`src/rtl/pmu_pkg.sv`:
```
package pmu_pkg;

    // control word field positions (decoded by software)
    localparam int CTL_EN      = 0;
    localparam int CTL_EVRST   = 1;
    localparam int CTL_CYRST   = 2;
    localparam int CTL_DIV     = 3;
    localparam int CTL_IE_EV0  = 4;
    localparam int CTL_IE_EV1  = 5;
    localparam int CTL_IE_CYC  = 6;
    localparam int CTL_OF_EV0  = 8;
    localparam int CTL_OF_EV1  = 9;
    localparam int CTL_OF_CYC  = 10;
    localparam int CTL_SEL0_LO = 12;
    localparam int CTL_SEL1_LO = 20;
    localparam int SEL_W       = 8;
    localparam int REG_W       = 32;

    localparam logic [SEL_W-1:0] CODE_NONE = 8'hFF;

    // counter slots: 0 cycle, 1 event0, 2 event1
    localparam int N_EVC = 2;
    localparam int N_CNT = N_EVC + 1;

    typedef enum logic [1:0] {
        REG_CTRL = 2'd0,
        REG_CYC  = 2'd1,
        REG_EV0  = 2'd2,
        REG_EV1  = 2'd3
    } reg_idx_e;

    typedef enum logic [1:0] {
        M_STOP_FULL = 2'b00,
        M_STOP_DIV  = 2'b01,
        M_RUN_FULL  = 2'b10,
        M_RUN_DIV   = 2'b11
    } mode_e;

endpackage

```
`src/rtl/pmu_mode_fsm.sv`:
```
module pmu_mode_fsm
    import pmu_pkg::*;
#(
    parameter int DIV_LOG2 = 6
) (
    input  logic clk,
    input  logic rst_n,
    input  logic load,
    input  logic en_in,
    input  logic div_in,
    input  logic presc_clr,
    output logic run,
    output logic div,
    output logic cyc_tick
);

    mode_e state_q, state_d;
    logic [DIV_LOG2-1:0] presc_q;

    // next-state selection
    always_comb begin
        state_d = state_q;
        if (load) begin
            unique case ({en_in, div_in})
                2'b00: state_d = M_STOP_FULL;
                2'b01: state_d = M_STOP_DIV;
                2'b10: state_d = M_RUN_FULL;
                2'b11: state_d = M_RUN_DIV;
            endcase
        end
    end

    // state register
    always_ff @(posedge clk or negedge rst_n) begin
        if (!rst_n) state_q <= M_STOP_FULL;
        else        state_q <= state_d;
    end

    // prescaler only runs in divided counting mode
    always_ff @(posedge clk or negedge rst_n) begin
        if (!rst_n)
            presc_q <= '0;
        else if (state_q != M_RUN_DIV || presc_clr)
            presc_q <= '0;
        else
            presc_q <= presc_q + 1'b1;
    end

    // outputs per state
    always_comb begin
        run      = 1'b0;
        div      = 1'b0;
        cyc_tick = 1'b0;
        unique case (state_q)
            M_STOP_FULL: ;
            M_STOP_DIV:  div = 1'b1;
            M_RUN_FULL: begin
                run      = 1'b1;
                cyc_tick = 1'b1;
            end
            M_RUN_DIV: begin
                run      = 1'b1;
                div      = 1'b1;
                cyc_tick = (presc_q == {DIV_LOG2{1'b1}});
            end
        endcase
    end

endmodule

```
`src/rtl/pmu_evsel.sv`:
```
module pmu_evsel
    import pmu_pkg::*;
#(
    parameter int NUM_EVT = 23
) (
    input  logic [SEL_W-1:0]   code,
    input  logic [NUM_EVT-1:0] pulses,
    output logic               hit
);

    // codes outside the implemented range (0xFF included) select nothing
    always_comb begin
        hit = 1'b0;
        for (int i = 0; i < NUM_EVT; i++) begin
            if (code == SEL_W'(i)) hit = pulses[i];
        end
    end

endmodule

```
`src/rtl/pmu_counter.sv`:
```
module pmu_counter #(
    parameter int W = 32
) (
    input  logic         clk,
    input  logic         rst_n,
    input  logic         clr,
    input  logic         wr,
    input  logic [W-1:0] wdata,
    input  logic         inc,
    output logic [W-1:0] value,
    output logic         wrap
);

    // clear beats load beats increment
    always_ff @(posedge clk or negedge rst_n) begin
        if (!rst_n)   value <= '0;
        else if (clr) value <= '0;
        else if (wr)  value <= wdata;
        else if (inc) value <= value + 1'b1;
    end

    assign wrap = inc && !clr && !wr && (value == {W{1'b1}});

endmodule

```
`src/rtl/perf_monitor.sv`:
```
module perf_monitor
    import pmu_pkg::*;
#(
    parameter int CNT_W    = 32,
    parameter int NUM_EVT  = 23,
    parameter int DIV_LOG2 = 6
) (
    input  logic               clk,
    input  logic               rst_n,
    input  logic [1:0]         reg_sel,
    input  logic               reg_wr,
    input  logic [REG_W-1:0]   reg_wdata,
    output logic [REG_W-1:0]   reg_rdata,
    input  logic [NUM_EVT-1:0] evt_in,
    output logic               irq
);

    logic                          ctrl_wr;
    logic                          cyc_rst, ev_rst;
    logic                          run, div, cyc_tick;
    logic [N_CNT-1:0]              ie_q, flag_q, flag_clr;
    logic [N_CNT-1:0]              clr_vec, wr_vec, inc_vec, wrap_vec;
    logic [N_EVC-1:0][SEL_W-1:0]   sel_q;
    logic [N_EVC-1:0]              hit;
    logic [N_CNT-1:0][CNT_W-1:0]   cnt_q;
    logic [REG_W-1:0]              ctrl_word;
    logic                          unused_bits;

    assign ctrl_wr = reg_wr && (reg_sel == REG_CTRL);
    assign cyc_rst = ctrl_wr && reg_wdata[CTL_CYRST];
    assign ev_rst  = ctrl_wr && reg_wdata[CTL_EVRST];
    assign unused_bits = ^{reg_wdata[31:28], reg_wdata[11], reg_wdata[7]};

    pmu_mode_fsm #(.DIV_LOG2(DIV_LOG2)) u_mode (
        .clk      (clk),
        .rst_n    (rst_n),
        .load     (ctrl_wr),
        .en_in    (reg_wdata[CTL_EN]),
        .div_in   (reg_wdata[CTL_DIV]),
        .presc_clr(cyc_rst),
        .run      (run),
        .div      (div),
        .cyc_tick (cyc_tick)
    );

    // interrupt enables and event codes
    always_ff @(posedge clk or negedge rst_n) begin
        if (!rst_n) begin
            ie_q  <= '0;
            sel_q <= {N_EVC{CODE_NONE}};
        end else if (ctrl_wr) begin
            ie_q     <= {reg_wdata[CTL_IE_EV1], reg_wdata[CTL_IE_EV0], reg_wdata[CTL_IE_CYC]};
            sel_q[0] <= reg_wdata[CTL_SEL0_LO +: SEL_W];
            sel_q[1] <= reg_wdata[CTL_SEL1_LO +: SEL_W];
        end
    end

    // overflow flags: a new wrap beats a clearing write
    assign flag_clr = ctrl_wr ? {reg_wdata[CTL_OF_EV1], reg_wdata[CTL_OF_EV0], reg_wdata[CTL_OF_CYC]}
                              : '0;
    always_ff @(posedge clk or negedge rst_n) begin
        if (!rst_n) flag_q <= '0;
        else        flag_q <= (flag_q & ~flag_clr) | wrap_vec;
    end

    // event selection
    for (genvar j = 0; j < N_EVC; j++) begin : g_sel
        pmu_evsel #(.NUM_EVT(NUM_EVT)) u_sel (
            .code  (sel_q[j]),
            .pulses(evt_in),
            .hit   (hit[j])
        );
        assign inc_vec[j+1] = run && hit[j];
        assign clr_vec[j+1] = ev_rst;
    end
    assign inc_vec[0] = cyc_tick;
    assign clr_vec[0] = cyc_rst;

    // counter bank
    for (genvar k = 0; k < N_CNT; k++) begin : g_cnt
        assign wr_vec[k] = reg_wr && (reg_sel == 2'(k + 1));
        pmu_counter #(.W(CNT_W)) u_cnt (
            .clk  (clk),
            .rst_n(rst_n),
            .clr  (clr_vec[k]),
            .wr   (wr_vec[k]),
            .wdata(reg_wdata[CNT_W-1:0]),
            .inc  (inc_vec[k]),
            .value(cnt_q[k]),
            .wrap (wrap_vec[k])
        );
    end

    // packed control word view
    always_comb begin
        ctrl_word = '0;
        ctrl_word[CTL_EN]                 = run;
        ctrl_word[CTL_DIV]                = div;
        ctrl_word[CTL_IE_EV0]             = ie_q[1];
        ctrl_word[CTL_IE_EV1]             = ie_q[2];
        ctrl_word[CTL_IE_CYC]             = ie_q[0];
        ctrl_word[CTL_OF_EV0]             = flag_q[1];
        ctrl_word[CTL_OF_EV1]             = flag_q[2];
        ctrl_word[CTL_OF_CYC]             = flag_q[0];
        ctrl_word[CTL_SEL0_LO +: SEL_W]   = sel_q[0];
        ctrl_word[CTL_SEL1_LO +: SEL_W]   = sel_q[1];
    end

    always_comb begin
        unique case (reg_sel)
            REG_CTRL: reg_rdata = ctrl_word;
            REG_CYC:  reg_rdata = REG_W'(cnt_q[0]);
            REG_EV0:  reg_rdata = REG_W'(cnt_q[1]);
            REG_EV1:  reg_rdata = REG_W'(cnt_q[2]);
        endcase
    end

    assign irq = |(flag_q & ie_q);

endmodule

```
`config.mk`:
```
export PLATFORM = sky130hd
export DESIGN_NAME = perf_monitor
export DESIGN_NICKNAME = d
export VERILOG_FILES = /design/src/rtl/pmu_pkg.sv /design/src/rtl/pmu_mode_fsm.sv /design/src/rtl/pmu_evsel.sv /design/src/rtl/pmu_counter.sv /design/src/rtl/perf_monitor.sv
export SDC_FILE = /design/constraint.sdc
export NUM_CORES = 1
export LEC_CHECK = 0
export BUFFER_PORTS_ARGS = -buffer_cell sky130_fd_sc_hd__buf_2
export CAP_MARGIN = 20
export CORE_AREA = 2 2 121 123
export DETAILED_ROUTE_END_ITERATION = 6
export DIE_AREA = 0 0 123 125
export PLACE_DENSITY = 0.81
export SLEW_MARGIN = 15
export SYNTH_ARGS = -nofsm -noshare
export SYNTH_HDL_FRONTEND = slang
export SYNTH_SLANG_ARGS = --single-unit
```
`constraint.sdc`:
```
create_clock -name clk -period 3.1 [get_ports clk]
set_input_delay 0.31 -clock clk [delete_from_list [all_inputs] [get_ports clk]]
set_output_delay 0.31 -clock clk [all_outputs]
set_load 0.01 [all_outputs]
```
Word-level counts from Yosys, hierarchy flattened
Index checks and enable logic that the tools add are counted.
- register bits after elaboration: 126
- bits in latches: 0
- RAM bits: 0
- ROM bits: 0
- bits of input ports: 60
- output and inout port bits: 33
- logic and storage cells: 170
- memories: 0
- add/sub/neg operators: 4
- $mul: 0
- div/mod/pow operators: 0
- order comparisons: 0
- equality and inequality tests: 58
- shifts and indexed selects: 0
- mux-type cells: 62
- bitwise gates (word level): 4
- reduce and logical (&&, ||, !) cells: 33
- operators with widths (operator ; number):
    $mux W32 ; 9
    $eq A8 B4 Y1 const B ; 16
    $pmux W32 S4 ; 1
    $eq A8 B5 Y1 const B ; 14
    $add A32 B1 Y32 const B ; 3
    $eq A32 B32 Y1 const B ; 3
    $eq A8 B3 Y1 const B ; 8
    $mux W1 ; 48
    $eq A8 B2 Y1 const B ; 4
    $logic_and A1 B1 Y1 ; 17
    $eq A8 B1 Y1 const B ; 2
    $logic_not A8 Y1 ; 2
    $eq A2 B2 Y1 const B ; 6
    $reduce_bool A3 Y1 ; 3
    $pmux W2 S4 ; 1
    $add A6 B1 Y6 const B ; 1
    $and A3 B3 Y3 ; 2
    $eq A2 B1 Y1 const B ; 3
    $eq A6 B6 Y1 const B ; 1
    $mux W6 ; 1
    $logic_not A1 Y1 ; 5
    $logic_not A2 Y1 ; 2
    $reduce_or A2 Y1 ; 2
    $mux W3 ; 1
    6 further kinds ; 6

Depth between registers and ports, before layout
Gate-level depths: netlist of run 1.
- word-level depth: 29
- depth in mapped cells: 11
- depth with buffers taken out: 8

By module
A second synthesis of run 1 with hierarchy kept.
- cell total of the unflattened synthesis: 1026
- area, all modules: 9639.2 um^2
- modules (own cells, without submodules) (module ; times used ; cells an instance ; area an instance (um^2) ; seq. area each (um^2)):
    pmu_counter ; 3 ; 257 ; 2254.7 ; 800.8
    perf_monitor ; 1 ; 113 ; 1710.4 ; 570.5
    pmu_evsel ; 2 ; 55 ; 407.9 ; 0.0
    pmu_mode_fsm ; 1 ; 32 ; 349.1 ; 200.2

Worst setup path after synthesis of run 1
OpenSTA, ideal clock, no wires.
- path type: flip-flop to flip-flop
- start point: register sel_q (netlist bit ctrl_word[20])
- end point: register g_cnt[2].u_cnt.value[27]
- setup time: 0.124 ns
- data arrival time: 2.682 ns
- required time: 2.976 ns
- slack: 0.294 ns
- stages on the path, launching flop included: 9
- buffers on the path: 1
- period minus slack after synthesis: 2.806 ns
- cell sequence: dfstp_2 -> buf_6 -> mux2i_1 -> or3_1 -> a311o_1 -> a211o_1 -> a2111oi_2 -> mux2_2 -> or2_1
- word-level cells in the longest chain between the ends: 26
- elaborated cells on any way between the ends: 48
- classes of those cells: 22 x eq/ne; 23 x mux; 3 x reduce/logical
- RTL lines (what ; line ; text):
    start, declared ; perf_monitor.sv:23 ; logic [N_EVC-1:0][SEL_W-1:0] sel_q;
    start signal, assigned ; perf_monitor.sv:50 ; sel_q <= {N_EVC{CODE_NONE}};
    $logic_not A8 Y1 ; pmu_evsel.sv:15 ; if (code == SEL_W'(i)) hit = pulses[i];
    $mux W1 (22 in series) ; pmu_evsel.sv:15 ;
    $mux W1 (*) ; pmu_evsel.sv:15 ;
    $logic_and A1 B1 Y1 (*) ; perf_monitor.sv:73 ; assign inc_vec[j+1] = run && hit[j];
    $reduce_bool A3 Y1 (no line) (*) ; -- ;
    end signal, assigned ; pmu_counter.sv:18 ; else if (wr) value <= wdata;
    end signal, assigned ; pmu_counter.sv:19 ; else if (inc) value <= value + 1'b1;
    end, declared ; pmu_counter.sv:10 ; output logic [W-1:0] value,
Mark *: on every way between the ends. The rest lies on a longest branch, timed or not.
A chain may end at the register's enable or synchronous reset.

Final worst setup path of run 1
Same ends and word-level chain as after synthesis.

==> metrics.txt, run 1 <==
status finished, final reports clean; class of the worst hold path in2reg; crit-path max cell delay ~560 ps; Synth Register Bits roughly 130; Residual DRC 0; Initial DRT Pass Iterations 5; TritonCTS clock tree done; reg2reg setup slack between 100 and 150 ps; syn_nets 950; Critical Path Start Type register; CTS H-tree depth 4; GPL Wtd Cong between 0.9 and 1; R2R cell count 8; Post-CTS Setup Inserts 0; Max Root-Sink Buffers 2; Pins Over Slew Limit 0; Synth warnings 0; latest clock arrival within the worst-skew pair 430 ps; maximum capacitance violations 0; post-DR wirelength/cell between 20 and 25 µm; actual slew at the worst max-slew pin between 1000 and 1500 ps; clock skew 11.71 ps; ratio of cells with drive above 1 in the final layout 0.2379; Synth async-reset ratio 1.000; crit-path max FO 14; Iter 0 DRT Violations approximately 1100; IO Port Bufs slightly above 90; Slowest-stage cell, CP dfstp_2; Req. time, crit path roughly 3400 ps; commonest non-fill, non-tap cell in the layout dfrtp_1; Worst setup EP type register; DRT antenna net count 0; Final Net Count 1026; Reg-to-Reg Start ctrl_word[20]$_DFFE_PN1P_; Layout area overhead 16.29%; synthesized area about 8200 µm²; initial antenna violation count 0; Finished Layout Cells between 1000 and 1500; Post-synth EDFFs 0; Most Frequent Cell on Critical Path mux2_2; diode count 0; vias just under 8000; Slew HR 0.3312; sequential fraction of the synthesis area 0.3854; vias in the first global route roughly 7500; Synth top area share 0.3343; average vias per placed instance 6.708; Ports just over 90; top cells by area, synth dfrtp_1, mux4_2, dfstp_2, xnor2_1, o21ai_0; Core Region between 10000 and 15000 µm²; cell count after placement 1126; first-pass GRT wire length approximately 41000 µm; PD cells about 630 nW/µm²; Post-Route Setup TNS 0 ps; global route overflow 0; WS Path Type reg2reg; Max Clk Rate around 0.33 GHz; hpwl dp ~17000 µm; worst path cell trace buf_4, mux2_2, nand3b_1, a311o_1, a211o_1, a2111oi_2, mux2_2, or2_1; met2 GRT Util 0.5336; met1 Usage GRT 0.4772; Mapped Avg Cell Area 9.294 µm²; RSZ-0062 raised after global routing false; RR Endpoint g_cnt[2].u_cnt.value[27]$_DFFE_PN0P_; Final Hold Fails 0; largest net degree at the start of global routing 79; hold_ws about 130 ps; Sink Count roughly 130; Arr. time, crit path between 3000 and 4000 ps; Leak Pwr 0.003697 µW; top_reg_cell synth dfrtp_1; Tcrit/Tclk final 0.9647; Max IR drop VDD a little over 400 µV; Synth Instances between 800 and 900; clock-pin slew on the worst setup and hold paths roughly 60 ps; hold depth 3; Starting Density 0.5797; minimum clock period approximately 3000 ps; Yosys cell types 59; Worst Hold Path EP g_cnt[1].u_cnt.value[7]$_DFFE_PN0P_; met3 Resource Use GR 0.07573; Total GRT Usage 0.3477; most used routing layer met2; Filler cells 1077; hold path start reg_wdata[7]; commonest non-fill, non-tap cells in the layout dfrtp_1, nand2_1, buf_2, o21ai_0, nor2_1; Root Buffer clkbuf_16; endpoints failing setup 0; DIE AREA 15380 µm²; Detailed Route WL between 20000 and 30000 µm; Storage cell area 3173 µm²; Die Span Y roughly 130 µm; TritonCTS buffer count 17; multi-input logic area ~4800 µm²; FP Rows 44; dominant cell type by area after synthesis dfrtp_1; Die X between 100 and 150 µm
-- worst max-delay path by stage --
stage	from	end	slack, ps	cells past startpoint
global route	ctrl_word[26]$_DFFE_PN1P_	g_cnt[2].u_cnt.value[27]$_DFFE_PN0P_	0.01	7
global placement	ctrl_word[26]$_DFFE_PN1P_	g_cnt[2].u_cnt.value[27]$_DFFE_PN0P_	150	7
CTS	ctrl_word[26]$_DFFE_PN1P_	g_cnt[2].u_cnt.value[27]$_DFFE_PN0P_	60	7
detailed placement	ctrl_word[26]$_DFFE_PN1P_	g_cnt[2].u_cnt.value[27]$_DFFE_PN0P_	90	7
finish	ctrl_word[20]$_DFFE_PN1P_	g_cnt[2].u_cnt.value[27]$_DFFE_PN0P_	110	8
floorplan	ctrl_word[20]$_DFFE_PN1P_	g_cnt[2].u_cnt.value[27]$_DFFE_PN0P_	290	8
-- logic make-up after synthesis --
logic type / after synthesis / share of synthesized area
fa+ha+maj: 4 / 0.006078
xor+xnor: 83 / 0.08828
flops: 126 / 0.3854
mux: 67 / 0.1246
buf+inv: 73 / 0.03571
simple gates: 322 / 0.1956
compound gates: 211 / 0.1644
-- per-layer routing --
layer  vias to the layer above  routed length (µm)  share of wire
met2                       455               12090           0.47
met5                         -                   0              0
li1                       3446                   -              -
met1                      3787               10410           0.40
met3                        87                2296          0.089
met4                         0                 925          0.036
-- synth_stat cells, types with 16 or more instances --
master / number
dfrtp_1: 110
and3_1: 20
a21oi_1: 31
nor3_1: 20
xnor2_1: 47
mux2_2: 33
mux4_2: 25
a211oi_1: 35
nand2_1: 91
o21ai_0: 77
clkbuf_1: 53
nor4_1: 19
nor2_1: 62
nand3_1: 38
dfstp_2: 16
xor2_1: 36
-- through the flow --
stage               cell area, µm²  setup WS (ps)    util  power [µW]
finish                        9575          109.5  0.6742        6054
floorplan                     8234          293.6       -        3318
CTS                           9569          60.70  0.6737        6018
global route                  9575        0.01310  0.6742        6295
global placement              8945          146.9  0.6298        3836
detailed placement            8945          85.21  0.6298        3883
-- state kept, by name, summed over array words and instances, names as in the netlist --
name	flops
u_mode.presc_q	6
ie_q	3
flag_q	3
ctrl_word	16
u_mode.state_q	2
g_cnt.u_cnt.value	96
-- repair_timing --
action / in CTS / in global routing
gates resized for setup: 0 / 1
endpoints found under the hold margin: 36 / 0
hold buffers: 1 / 0
endpoints found under the setup margin: 0 / 8
-- final cells by class --
type | count | area share
Clock buffer | 20 | 0.04665
Clock inverter | 12 | 0.01751
Inverter | 9 | 0.003528
Multi-Input combinational cell | 687 | 0.4990
Sequential cell | 126 | 0.3314
Tap cell | 184 | 0.02404
Timing Repair Buffer | 121 | 0.07788
-- critical path, delay by kind of cell (launching register included) --
| kind | cells | cell delay, ps |
|---|---|---|
| AO/OA/AOI/OAI | 3 | 1230 |
| buffers and inverters | 1 | 210 |
| flip-flops | 1 | 560 |
| multiplexers | 2 | 580 |
| AND/OR/NAND/NOR | 2 | 280 |
-- where the power goes --
part	leakage (µW)	internal (µW)	switching, µW	total, µW
combinational	0.00189	707	770	1480
sequential	0.00151	1990	467	2450
clock	0.000296	1360	765	2120
total	0.00370	4050	2000	6050
Note: power is estimated with default switching activity, not from simulation.
==> inputs of run 2 (changes only) <==
--- a/config.mk
+++ b/config.mk
@@ -10,7 +10,7 @@
 export CORE_AREA = 2 2 121 123
 export DETAILED_ROUTE_END_ITERATION = 6
 export DIE_AREA = 0 0 123 125
-export PLACE_DENSITY = 0.81
+export PLACE_DENSITY_LB_ADDON = 0.08
 export SLEW_MARGIN = 15
 export SYNTH_ARGS = -nofsm -noshare
 export SYNTH_HDL_FRONTEND = slang
==> run 2 against run 1 <==
Flip-flop and latch count did not move. Sequential power barely moved. Worst setup slack got worse by 6.0 ps. Combinational power barely moved. Critical path depth fell by 1. Fmax fell by 0.20%. Cell count rose by 0.17%. Sequential share of layout area barely moved. Power fell by 0.57%. First-iteration DRC count fell by 36%.
==> metrics.txt, run 2 (same netlist as run 1, synthesis figures left out) <==
status finished, final reports clean; Die Span Y 125 µm (unchanged); Top reg by flops g_cnt.u_cnt.value; DRT antenna net count 0 (unchanged); max reg flops 96 (unchanged); diode count 0 (unchanged); largest net degree at the start of global routing 59 (-25%); minimum clock period 2996 ps (+6.007 ps); clock-pin slew on the worst setup and hold paths 60 ps (about the same); routed wl met2 12540 µm (+3.7%); highest routed metal layer met4; FP Rows 44 (unchanged); RSZ-0062 raised after global routing false; Worst setup EP type register; first-pass GRT wire length 42530 µm (+4.2%); Die X 123 µm (unchanged); Storage cell area 3173 µm² (unchanged); DIE AREA 15380 µm² (unchanged); TritonCTS clock tree done; CTS H-tree depth 4 (unchanged); Ports 93 (unchanged); Post-Route Setup TNS 0 ps (unchanged); cell count after placement 1127 (+0.089%); Max Root-Sink Buffers 2 (unchanged); Root Buffer clkbuf_16; commonest non-fill, non-tap cell in the layout dfrtp_1; clock skew 11.64 ps (-0.06440 ps); actual slew at the worst max-slew pin 807.7 ps (-193.4 ps); Tcrit/Tclk final 0.9666 (+0.001938); Filler cells 1175 (+9.1%); global route overflow 0 (unchanged); Residual DRC 0 (unchanged); TritonCTS buffer count 17 (unchanged); worst path cell trace mux2i_1, or3_1, a311o_1, a211o_1, and2_1, or4_1, a31oi_1; Max Clk Rate 0.3337 GHz (-0.20%); largest delay contributor family on the critical path simple AND/OR/NAND/NOR gates; vias in the first global route 7639 (+2.0%); Starting Density 0.5797 (unchanged); Max IR drop VDD 400.0 µV (-3.7%); Pwr Total 6019 µW (-0.57%); hpwl dp 19010 µm (+9.1%); crit-path max FO 11 (-3); multi-input logic area 4798 µm² (+0.42%); WS Path Type reg2reg; Iter 0 DRT Violations 723 (-36%); Sink Count 126 (unchanged); commonest non-fill, non-tap cells in the layout dfrtp_1, nand2_1, buf_2, o21ai_0, nor2_1; initial antenna violation count 0 (unchanged); Critical Path Start Type register; Final Hold Fails 0 (unchanged); PD cells 628.5 nW/µm² (-0.58%); Detailed Route WL 26880 µm (+4.5%); fin area 9577 µm² (about the same); Finished Core Util 0.6742 (about the same); Initial DRT Pass Iterations 6 (+1); critical path buffer and inverter count 0 (-1); Pins Over Slew Limit 0 (unchanged); Layout area overhead 16.30% (about the same); Finished Layout Cells 1161 (+0.17%); Total GRT Usage 0.3629 (+0.01514); IO Port Bufs 92 (unchanged); wire length on met1 11150 µm (+7.1%); post-DR wirelength/cell 23.15 µm (+4.3%); Core Region 14200 µm² (unchanged); Slowest-stage cell, CP dfstp_2; Req. time, crit path 3430 ps (+20 ps); endpoints failing setup 0 (unchanged); Met3 Wirelength 2366 µm (+3.0%); average vias per placed instance 6.749 (+0.61%); maximum capacitance violations 0 (unchanged); Final Net Count 1028 (+0.19%); crit-path max cell delay 630 ps (+70 ps); Placed Area 8915 µm² (-0.34%); Arr. time, crit path 3330 ps (+30 ps); Slew HR 0.4596 (+0.1283); GPL Wtd Cong 1.002 (+4.3%); vias 7836 (+0.78%); latest clock arrival within the worst-skew pair 430 ps (about the same); ratio of cells with drive above 1 in the final layout 0.2395 (+0.001560); class of the worst hold path in2reg; Leak Pwr 0.003708 µW (+0.30%); Post-CTS Setup Inserts 0 (unchanged)
==> run 2: area by class of cell <==
type                            count  area share
Multi-Input combinational cell    687      0.5010
Sequential cell                   126      0.3313
Timing Repair Buffer              123     0.07552
Clock buffer                       27     0.05670
Tap cell                          184     0.02404
Clock inverter                      5    0.007839
Inverter                            9    0.003528
==> run 2: stage by stage <==
step                      setup slack, ps  hold slack [ps]
final                               103.5            142.1
after global routing                21.13            145.7
after CTS                           37.16            136.7
after detailed placement            33.99            297.8
after global placement              101.7            292.8
after floorplan                     293.6            14.41
==> run 2: worst register-to-register path, delay by kind of cell, from the launching register on <==
family          cells  cell delay, ps
compound gates      3            1010
flops               1             630
mux                 1             100
simple gates        3            1160
==> run 2: report_power, final <==
part	switching (µW)	leakage [µW]	internal (µW)
sequential	489	0.00151	1990
combinational	766	0.00189	692
clock	732	0.000309	1350
==> run 2: layer usage <==
metal  vias to the layer above  track usage
met3                        70      0.05703
met4                         0       0.1364
met5                         -            0
met1                      3870       0.5271
li1                       3442            -
met2                       454       0.5496
==> run 2: final timing paths <==
check                                            startpoint                             endpoint  slack, ps  cells past startpoint
worst max-delay path              ctrl_word[20]$_DFFE_PN1P_  g_cnt[2].u_cnt.value[7]$_DFFE_PN0P_        100                      7
worst min-delay path                           reg_wdata[3]  g_cnt[1].u_cnt.value[3]$_DFFE_PN0P_        140                      3
worst max register to register    ctrl_word[20]$_DFFE_PN1P_  g_cnt[2].u_cnt.value[7]$_DFFE_PN0P_        100                      7
worst min register to register  u_mode.presc_q[0]$_DFF_PN0_          u_mode.presc_q[0]$_DFF_PN0_        480                      1
max in group asynchronous                             rst_n            ctrl_word[15]$_DFFE_PN1P_       1850                      3
min in group asynchronous                             rst_n  g_cnt[1].u_cnt.value[9]$_DFFE_PN0P_        380                      2
==> run 2: what timing repair did <==
item	in CTS	in global routing
endpoints found under the hold margin	25	0
resized for setup	0	3
setup endpoints to repair	0	8
hold buffers	1	0
==> inputs of run 3 (changes only) <==
--- a/config.mk
+++ b/config.mk
@@ -7,9 +7,9 @@
 export LEC_CHECK = 0
 export BUFFER_PORTS_ARGS = -buffer_cell sky130_fd_sc_hd__buf_2
 export CAP_MARGIN = 20
-export CORE_AREA = 2 2 121 123
+export CORE_AREA = 2 2 117 119
 export DETAILED_ROUTE_END_ITERATION = 6
-export DIE_AREA = 0 0 123 125
+export DIE_AREA = 0 0 119 121
 export PLACE_DENSITY_LB_ADDON = 0.08
 export SLEW_MARGIN = 15
 export SYNTH_ARGS = -nofsm -noshare
==> constraint.sdc (replaced) <==
create_clock -name clk -period 3.8 [get_ports clk]
set_input_delay 0.38 -clock clk [delete_from_list [all_inputs] [get_ports clk]]
set_output_delay 0.38 -clock clk [all_outputs]
set_load 0.01 [all_outputs]
==> run 3 against run 2 <==
Via count is 1.3% lower. Clock power is 26% lower. Utilization is 4.5 points higher. Critical endpoint is now g_cnt[2].u_cnt.value[27]$_DFFE_PN0P_. Largest power group unchanged.
==> metrics.txt, run 3 (same netlist as run 1, synthesis figures left out) <==
PD cells 500.9 nW/µm² (-20%); hold_ws 31.27 ps (-110.8 ps); CTS H-tree depth 4 (unchanged); IO Port Bufs 92 (unchanged); Filler cells 971 (-17%); clock skew 19.22 ps (+7.573 ps); GPL Wtd Cong 0.9477 (-5.4%); Die X 119 µm (-3.3%); Total GRT Usage 0.3720 (+0.009073); worst path cell trace nor4_1, o31ai_1, a311o_1, a211o_1, a2111oi_2, mux2_2, or2_1; Pins Over Slew Limit 0 (unchanged); Sink Count 126 (unchanged); Residual DRC 0 (unchanged); vias 7732 (-1.3%); Final Hold Fails 0 (unchanged); crit-path max FO 6 (-5); Top reg by flops g_cnt.u_cnt.value; Tcrit/Tclk final 0.8484 (-0.1182); average vias per placed instance 6.741 (-0.12%); vias in the first global route 7605 (-0.45%); DIE AREA 14400 µm² (-6.3%); minimum clock period 3224 ps (+227.6 ps); DRT antenna net count 0 (unchanged); CTS resizes 0 (unchanged); Slew HR 0.4439 (-0.01564); Layout area overhead 14.36%; Max Clk Rate 0.3102 GHz (-7.1%); Starting Density 0.6293 (+0.04956); maximum capacitance violations 0 (unchanged); Arr. time, crit path 3550 ps (+220 ps); Iter 0 DRT Violations 841 (+16%); RSZ-0062 raised after global routing false; TritonCTS buffer count 17 (unchanged); FP Rows 42 (-4.5%); Critical Path Start Type register; Post-CTS Hold Buffers 0 (-1); Root Buffer clkbuf_16; Core Region 13090 µm² (-7.9%); crit-path max cell delay 620 ps (about the same); status finished, final reports clean; largest net degree at the start of global routing 66 (+12%); Ports 93 (unchanged); max reg flops 96 (unchanged); Slowest-stage cell, CP nor4_1; commonest non-fill, non-tap cells in the layout dfrtp_1, nand2_1, buf_2, o21ai_0, nor2_1; actual slew at the worst max-slew pin 832.4 ps (+24.73 ps); initial antenna violation count 1 (+1); Max Root-Sink Buffers 2 (unchanged); Req. time, crit path 4120 ps (+690 ps); first-pass GRT wire length 41130 µm (-3.3%); class of the worst hold path in2async; Leak Pwr 0.003640 µW (-1.8%); post-DR wirelength/cell 22.51 µm (-2.7%); R2R cell count 7 (unchanged); Worst setup EP type register; Post-CTS Setup Inserts 0 (unchanged); latest clock arrival within the worst-skew pair 440 ps (about the same); Final Net Count 1021 (-0.68%); commonest non-fill, non-tap cell in the layout dfrtp_1; Detailed Route WL 25820 µm (-3.9%); ratio of cells with drive above 1 in the final layout 0.2320 (-0.007550); endpoints failing setup 0 (unchanged); Max IR drop VDD 472.9 µV (+18%); Post-Route Setup TNS 0 ps (unchanged); WS Path Type reg2reg; hpwl dp 18220 µm (-4.2%); Initial DRT Pass Iterations 6 (unchanged); TritonCTS clock tree done; clock-pin slew on the worst setup and hold paths 60 ps (about the same); Die Span Y 121 µm (-3.2%); global route overflow 0 (unchanged)
## run 3: cell count changes in the layout (fill, tap and decap cells not counted), sizes merged
| cell | before | now |
|---|---|---|
| buf | 122 | 116 |
| bufinv | 2 | 1 |
| clkbuf | 27 | 24 |
| clkinv | 3 | 7 |
| diode | 0 | 1 |
| dlygate4sd3 | 1 | 0 |
## run 3: power by group
| group | internal, µW | switching (µW) |
|---|---|---|
| clock | 941 | 585 |
| combinational | 553 | 620 |
| sequential | 1620 | 395 |
## run 3: worst paths after layout
kind                                             startpoint                                   end  slack [ps]
worst min-delay path                                  rst_n   g_cnt[1].u_cnt.value[8]$_DFFE_PN0P_          30
worst max-delay path              ctrl_word[26]$_DFFE_PN1P_  g_cnt[2].u_cnt.value[27]$_DFFE_PN0P_         580
min in group clk                              reg_wdata[29]  g_cnt[1].u_cnt.value[29]$_DFFE_PN0P_         210
worst min register to register  u_mode.presc_q[0]$_DFF_PN0_           u_mode.presc_q[0]$_DFF_PN0_         460
worst max register to register    ctrl_word[26]$_DFFE_PN1P_  g_cnt[2].u_cnt.value[27]$_DFFE_PN0P_         580
max in group asynchronous                             rst_n             ctrl_word[27]$_DFFE_PN1P_        2920
## run 3: critical path, delay by kind of cell (launching register included)
| family | cells | cell delay, ps |
|---|---|---|
| compound gates | 4 | 1520 |
| simple gates | 2 | 830 |
| mux | 1 | 390 |
| flops | 1 | 380 |
## run 3: per-layer routing
layer | wire length (µm) | global-route usage | share of wire
met1 | 10040 | 0.4949 | 0.39
met3 | 2606 | 0.08600 | 0.10
met4 | 1119 | 0.1719 | 0.043
met2 | 12060 | 0.5819 | 0.47
met5 | 0 | 0 | 0
## run 3: per-stage QoR
stage / total power [µW] / cells / util / setup WS [ps] / instance area (µm²)
3_3_place_gp: 3102 / 1114 / 0.6777 / 705.5 / 8867
5_1_grt: 4915 / 1146 / 0.7194 / 372.8 / 9414
3_5_place_dp: 3157 / 1114 / 0.6777 / 644.9 / 8867
6_report: 4717 / 1147 / 0.7196 / 575.9 / 9417
4_1_cts: 4685 / 1146 / 0.7194 / 635.4 / 9414
2_1_floorplan: 2707 / 886 / - / 993.6 / 8234
## run 3: final cells by class
type / instances / area [µm²] / share of cell area
Multi-Input combinational cell: 687 / 4772 / 0.5068
Sequential cell: 126 / 3173 / 0.3370
Timing Repair Buffer: 116 / 668.1 / 0.07095
Clock buffer: 24 / 481.7 / 0.05116
Tap cell: 176 / 220.2 / 0.02339
Clock inverter: 8 / 65.06 / 0.006909
Inverter: 9 / 33.78 / 0.003588
Antenna cell: 1 / 2.502 / 0.0002657
